`src/rtl/sync_burst_sram.sv`:
```
module sync_burst_sram #(
  parameter int ADDR_W = 6,
  parameter int LANES  = 4,
  parameter int LANE_W = 9
) (
  input  logic                    clk,
  input  logic                    rst_n,
  input  logic                    sleep_req,
  input  logic                    out_en_n,
  input  logic                    pipe_mode,
  input  logic                    lin_order_n,
  input  logic                    sel_a_n,
  input  logic                    sel_b,
  input  logic                    sel_c_n,
  input  logic                    proc_strb_n,
  input  logic                    ctl_strb_n,
  input  logic                    step_n,
  input  logic                    wr_all_n,
  input  logic                    wr_byte_n,
  input  logic [LANES-1:0]        lane_n,
  input  logic [ADDR_W-1:0]       addr,
  input  logic [LANES*LANE_W-1:0] din,
  output logic [LANES*LANE_W-1:0] dout,
  output logic                    dout_en
);
  localparam int DATA_W = LANES * LANE_W;
  localparam int DEPTH  = 1 << ADDR_W;

  logic              burst_q;
  logic [ADDR_W-1:0] base_q;
  logic [1:0]        cnt_q;
  logic              rd_q;
  logic [ADDR_W-1:0] ra_q;
  logic              pen_q;
  logic [DATA_W-1:0] pdq_q;
  logic [DATA_W-1:0] flow_dat;

  wire chip_on  = !sel_a_n & sel_b & !sel_c_n;
  wire p_start  = !proc_strb_n & !sel_a_n;
  wire start    = p_start | !ctl_strb_n;

  wire [LANES-1:0] lane_wr = !wr_all_n ? {LANES{1'b1}} :
                             (!wr_byte_n ? ~lane_n : {LANES{1'b0}});

  wire [1:0]        cnt_nx = start ? 2'd0 : cnt_q + {1'b0, !step_n};
  wire [ADDR_W-1:0] seed   = start ? addr : base_q;
  wire [1:0]        low    = lin_order_n ? (seed[1:0] ^ cnt_nx) : (seed[1:0] + cnt_nx);
  wire [ADDR_W-1:0] acc_a  = {seed[ADDR_W-1:2], low};

  wire acc   = !sleep_req & (start ? chip_on : burst_q);
  wire is_wr = acc & !p_start & (|lane_wr);
  wire is_rd = acc & !is_wr;

  for (genvar g = 0; g < LANES; g++) begin : g_lane
    logic [LANE_W-1:0] ram [DEPTH];
    always_ff @(posedge clk)
      if (is_wr && lane_wr[g]) ram[acc_a] <= din[g*LANE_W +: LANE_W];
    assign flow_dat[g*LANE_W +: LANE_W] = ram[ra_q];
  end

  always_ff @(posedge clk) begin
    if (!rst_n) begin
      burst_q <= 1'b0;
      base_q  <= '0;
      cnt_q   <= 2'd0;
      rd_q    <= 1'b0;
      ra_q    <= '0;
      pen_q   <= 1'b0;
      pdq_q   <= '0;
    end else begin
      pen_q <= rd_q;
      if (rd_q) pdq_q <= flow_dat;
      rd_q <= is_rd;
      if (is_rd) ra_q <= acc_a;
      if (!sleep_req) begin
        if (start) begin
          burst_q <= chip_on;
          if (chip_on) begin
            base_q <= addr;
            cnt_q  <= 2'd0;
          end
        end else if (burst_q) begin
          cnt_q <= cnt_nx;
        end
      end
    end
  end

  assign dout_en = (pipe_mode ? pen_q : rd_q) & !out_en_n & !sleep_req;
  assign dout    = dout_en ? (pipe_mode ? pdq_q : flow_dat) : '0;
endmodule


```
`config.mk`:
```
export PLATFORM = sky130hd
export DESIGN_NAME = sync_burst_sram
export DESIGN_NICKNAME = d
export VERILOG_FILES = /design/src/rtl/sync_burst_sram.sv
export SDC_FILE = /design/constraint.sdc
export NUM_CORES = 2
export LEC_CHECK = 0
export BUFFER_PORTS_ARGS = -buffer_cell sky130_fd_sc_hd__buf_4
export CAP_MARGIN = 10
export CORE_ASPECT_RATIO = 0.8
export CORE_UTILIZATION = 60
export CTS_CLUSTER_DIAMETER = 60
export CTS_CLUSTER_SIZE = 8
export DETAILED_ROUTE_END_ITERATION = 8
export GPL_ROUTABILITY_DRIVEN = 1
export PLACE_DENSITY_LB_ADDON = 0.05
export SYNTH_ARGS = -nofsm -noshare
export SYNTH_HDL_FRONTEND = slang
export SYNTH_SLANG_ARGS = --single-unit
```
`constraint.sdc`:
```
create_clock -name clk -period 5.2 [get_ports clk]
set_input_delay 0.26 -clock clk [delete_from_list [all_inputs] [get_ports clk]]
set_output_delay 0.26 -clock clk [all_outputs]
set_load 0.01 [all_outputs]
```
==> impl_metrics.csv <==
group,metric,value,unit
power,ir_worst_vdd,0.000342,V
worst_setup_path,timing.rr.end,"pdq_q[18]$_SDFFE_PN0P_",
synth,yosys_register_bits,2363,
clock_network,cts_tree,"built",
worst_hold_path,hold_path_class,"in -> reg",
power,powerDensity,390,nW/µm²
die,die_y,353,µm
worst_hold_path,hold_end,"cnt_q[0]$_SDFFE_PN0P_",
clock_network,cts_resized,0,
clock_network,worst_skew_pair.late_latency,0.93,ns
timing,worst_pin_slew,1.33,ns
clock_network,cts_root_buffer,"clkbuf_16",
die,row_count,128,
synth,synth_mux_area_share,12.8,%
synth,synth_adder_area_share,0.0270,%
synth,synthDominantCellAreaShare,74.8,%
worst_setup_path,crit_path_max_fanout,30,
die,io_pins,97,
timing,min_period,5.17,ns
synth,syn_inst,5430,
worst_setup_path,rr_worst_depth,9,
clock_network,cts.sinks,2363,
timing,rsz0062_at_grt,"no",
global_route,grt_max_degree,65,
clock_network,clk_pin_slew,0.05,ns
worst_hold_path,hold_path_depth,5,
timing,period_share,99.4,%
final_layout,finalNetCount,5908,
synth,yosys.area_share.simple,4.76,%
timing,fin_tns_setup,0,ns
synth,synth_area,92500,µm²
synth,synth_top_family_by_area,"multiplexers",
die,start_util,60.6,%
final_layout,regArea,70400,µm²
power,p_total,41.4,mW
routing,vias_per_cell,6.72,
final_layout,final_cells,7925,
place,portBuffers,96,
routing,via_count,53266,
timing,slew_headroom,11.4,%
routing,detail_route.first_pass.iterations,9,
worst_hold_path,min_from,"ctl_strb_n",
synth,synth_xor_area_share,0.0352,%
routing,first_iter_violations,7745,
worst_setup_path,r2r_slack,1.23,ns
place,dp.cells,7455,
global_route,grt_pass1_vias,51297,
clock_network,htree_num_levels,5,
global_route,overflow,0,
global_route,antenna_found_initial,26,
routing,wl,273000,µm
synth,seq_area_frac_synth,76.0,%
synth,synthFlopType,"edfxtp_1",
synth,yosysUniqueCellTypes,60,
routing,routedWlPerCell,34.5,µm
timing,clock_skew,0.0332,ns
worst_setup_path,critPathCaptureType,"output pin",
place,place.gp.congestion,0.981,
worst_setup_path,worstSetupStartpointType,"register",
final_layout,area_growth,14.8,%
synth,synth-compound-area-share,4.71,%
synth,synth-warning-count,0,
die,die_w,441,µm
final_layout,fin_util,69.6,%
timing,fmax,0.194,GHz
die,coreArea,153000,µm²
final_layout,fill_cells,9749,
final_layout,drive_gt1_share,13.8,%
global_route,grt_use_total,35.2,%
worst_setup_path,crit_type,"reg -> out",
synth,synth-edff-count,2304,
flow_run,maxCapViolations,0,
timing,slew_viol_final,0,
timing,final-hold-violation-count,0,
die,dieArea,156000,µm²
clock_network,numCtsBuffers,345,
worst_setup_path,critPathArrivalTime,4.91,ns
synth,syn_nets,5492,
timing,setup_violations,0,
power,p_leak,32.4,nW
synth,ys_top_cells_by_area,"edfxtp_1 75%, mux2i_1 11%, a22oi_1 1.7%, nor2_1 1.7%, mux4_2 1.6%",
global_route,grt_first_pass_wirelength,381000,µm
synth,async_flop_share,0,%
place,dp_hpwl,170000,µm
run_status,status,"finished, final reports clean",
routing,drc_errors,0,
routing,drtAntennaViolNets,0,
clock_network,clock_path_buffers,4,
synth,synth.avg_cell_area,17.0,µm²
final_layout,multi_input_area,20900,µm²
worst_setup_path,crit_required,4.94,ns
synth,yosysTopAreaCell,"edfxtp_1",
[worst max path at each step]
stage	to	cells past startpoint	slack [ns]
floorplan	g_lane[0].ram[3][0]$_DFFE_PP_	9	1.97
global route	dout[12]	9	0.06
global placement	g_lane[3].ram[53][2]$_DFFE_PP_	7	0.90
CTS	dout[18]	8	0.11
finish	dout[18]	10	0.03
detailed placement	g_lane[3].ram[53][8]$_DFFE_PP_	7	0.90
[synth_stat cells (all sizes together), types with 3 or more instances]
| library cell | number |
|---|---|
| edfxtp | 2304 |
| mux2i | 1026 |
| nor2 | 409 |
| a22oi | 206 |
| nand2 | 191 |
| buf | 180 |
| o22ai | 171 |
| nand3 | 152 |
| clkbuf | 144 |
| o21ai | 137 |
| mux4 | 65 |
| nor3 | 60 |
| dfxtp | 59 |
| a21oi | 51 |
| nand4 | 43 |
| nand3b | 37 |
| o221ai | 22 |
| o41ai | 22 |
| nor4 | 19 |
| a211oi | 17 |
| nor2b | 16 |
| inv | 11 |
| mux2 | 11 |
| nand2b | 9 |
| o31ai | 9 |
| a21boi | 6 |
| a31oi | 6 |
| o211a | 5 |
| or3 | 5 |
| nand4b | 4 |
| nor3b | 4 |
| or2 | 4 |
| nand4bb | 3 |
[layout by cell type (no fill, tap or decap), drive strengths merged, types with 3 or more instances in the layout]
cell         synthesis  routed
nor3b                4       4
o221ai              22      22
nand4b               4       4
nand4bb              3       3
nand2b               9       9
mux4                65      65
a31oi                6       6
o22ai              171     171
or2                  4       4
inv                 11      12
clkbuf             144     393
diode                0      15
a211oi              17      17
a21boi               6       6
nor2               409     409
mux2                11      11
o21ai              137     137
nor2b               16      16
a21oi               51      51
o31ai                9       9
buf                180     336
a22oi              206     206
dlygate4sd3          0      57
dfxtp               59      59
mux2i             1026    1026
nand4               43      43
nor4                19      19
o211a                5       5
nand3              152     152
edfxtp            2304    2304
nor3                60      60
nand2              191     191
o41ai               22      22
nand3b              37      37
or3                  5       5
[registers in the layout, summed over array words and instances, names as in the netlist, named ones only]
register / flops
burst_q: 1
pdq_q: 36
g_lane.ram: 2304
base_q: 6
pen_q: 1
rd_q: 1
ra_q: 6
cnt_q: 2
[cell families (layout without fill, tap and decap cells)]
logic type | after synthesis | count (layout)
compound gates | 661 | 661
simple gates | 965 | 965
xor+xnor | 2 | 2
mux | 1102 | 1102
fa+ha+maj | 2 | 2
flops | 2363 | 2363
other cells | 0 | 15
buf+inv | 335 | 800
[layout make-up]
| cell class | instances | area share (%) |
|---|---|---|
| flip-flops and latches | 2363 | 66.2 |
| inverters | 11 | 0.0389 |
| multi-input cells | 2732 | 19.6 |
| diodes | 15 | 0.0353 |
| clock inverters | 3 | 0.0518 |
| repair buffers | 393 | 3.19 |
| well taps | 2015 | 2.37 |
| clock buffers | 393 | 8.43 |
[worst max-delay path: stages (launching register included)]
cell and delay [ns]:
dfxtp_1 0.64, buf_4 0.32, buf_4 0.25, nand4bb_4 0.51, buf_4 0.52, o22ai_1 0.18, nor3_1 0.38, o221ai_1 0.20
o41ai_1 0.61, o21ai_0 0.17, buf_4 0.19
[per-stage QoR]
step | worst slack [ns] | instance area (µm²) | hold slack (ns)
3_3_place_gp | 0.902 | 96600 | 0.454
4_1_cts | 0.109 | 106000 | 0.0137
5_1_grt | 0.0615 | 106000 | 0.0952
6_report | 0.0333 | 106000 | 0.0383
2_1_floorplan | 1.97 | 92500 | 0.359
3_5_place_dp | 0.895 | 96600 | 0.465
[layer usage]
layer | vias up | GRT usage (%) | wire length [µm]
met5 | - | 1.25 | 113
met4 | 16 | 15.4 | 12300
met1 | 27005 | 51.2 | 108000
met3 | 600 | 10.0 | 33100
met2 | 3446 | 49.7 | 119000
li1 | 22199 | - | -
[repair_timing]
action | in CTS | in global routing
endpoints found under the setup margin | 0 | 1
hold buffers | 57 | 0
setup buffers | 0 | 2
hold endpoints to repair | 2169 | 0
[power by group]
| part | internal, mW | total [mW] | switching, mW |
|---|---|---|---|
| combinational | 0.286 | 1.16 | 0.870 |
| clock | 11.9 | 19.3 | 7.40 |
| sequential | 20.9 | 21.0 | 0.0174 |
| total | 33.2 | 41.4 | 8.29 |
No activity file was read; power rests on OpenSTA's default activity.
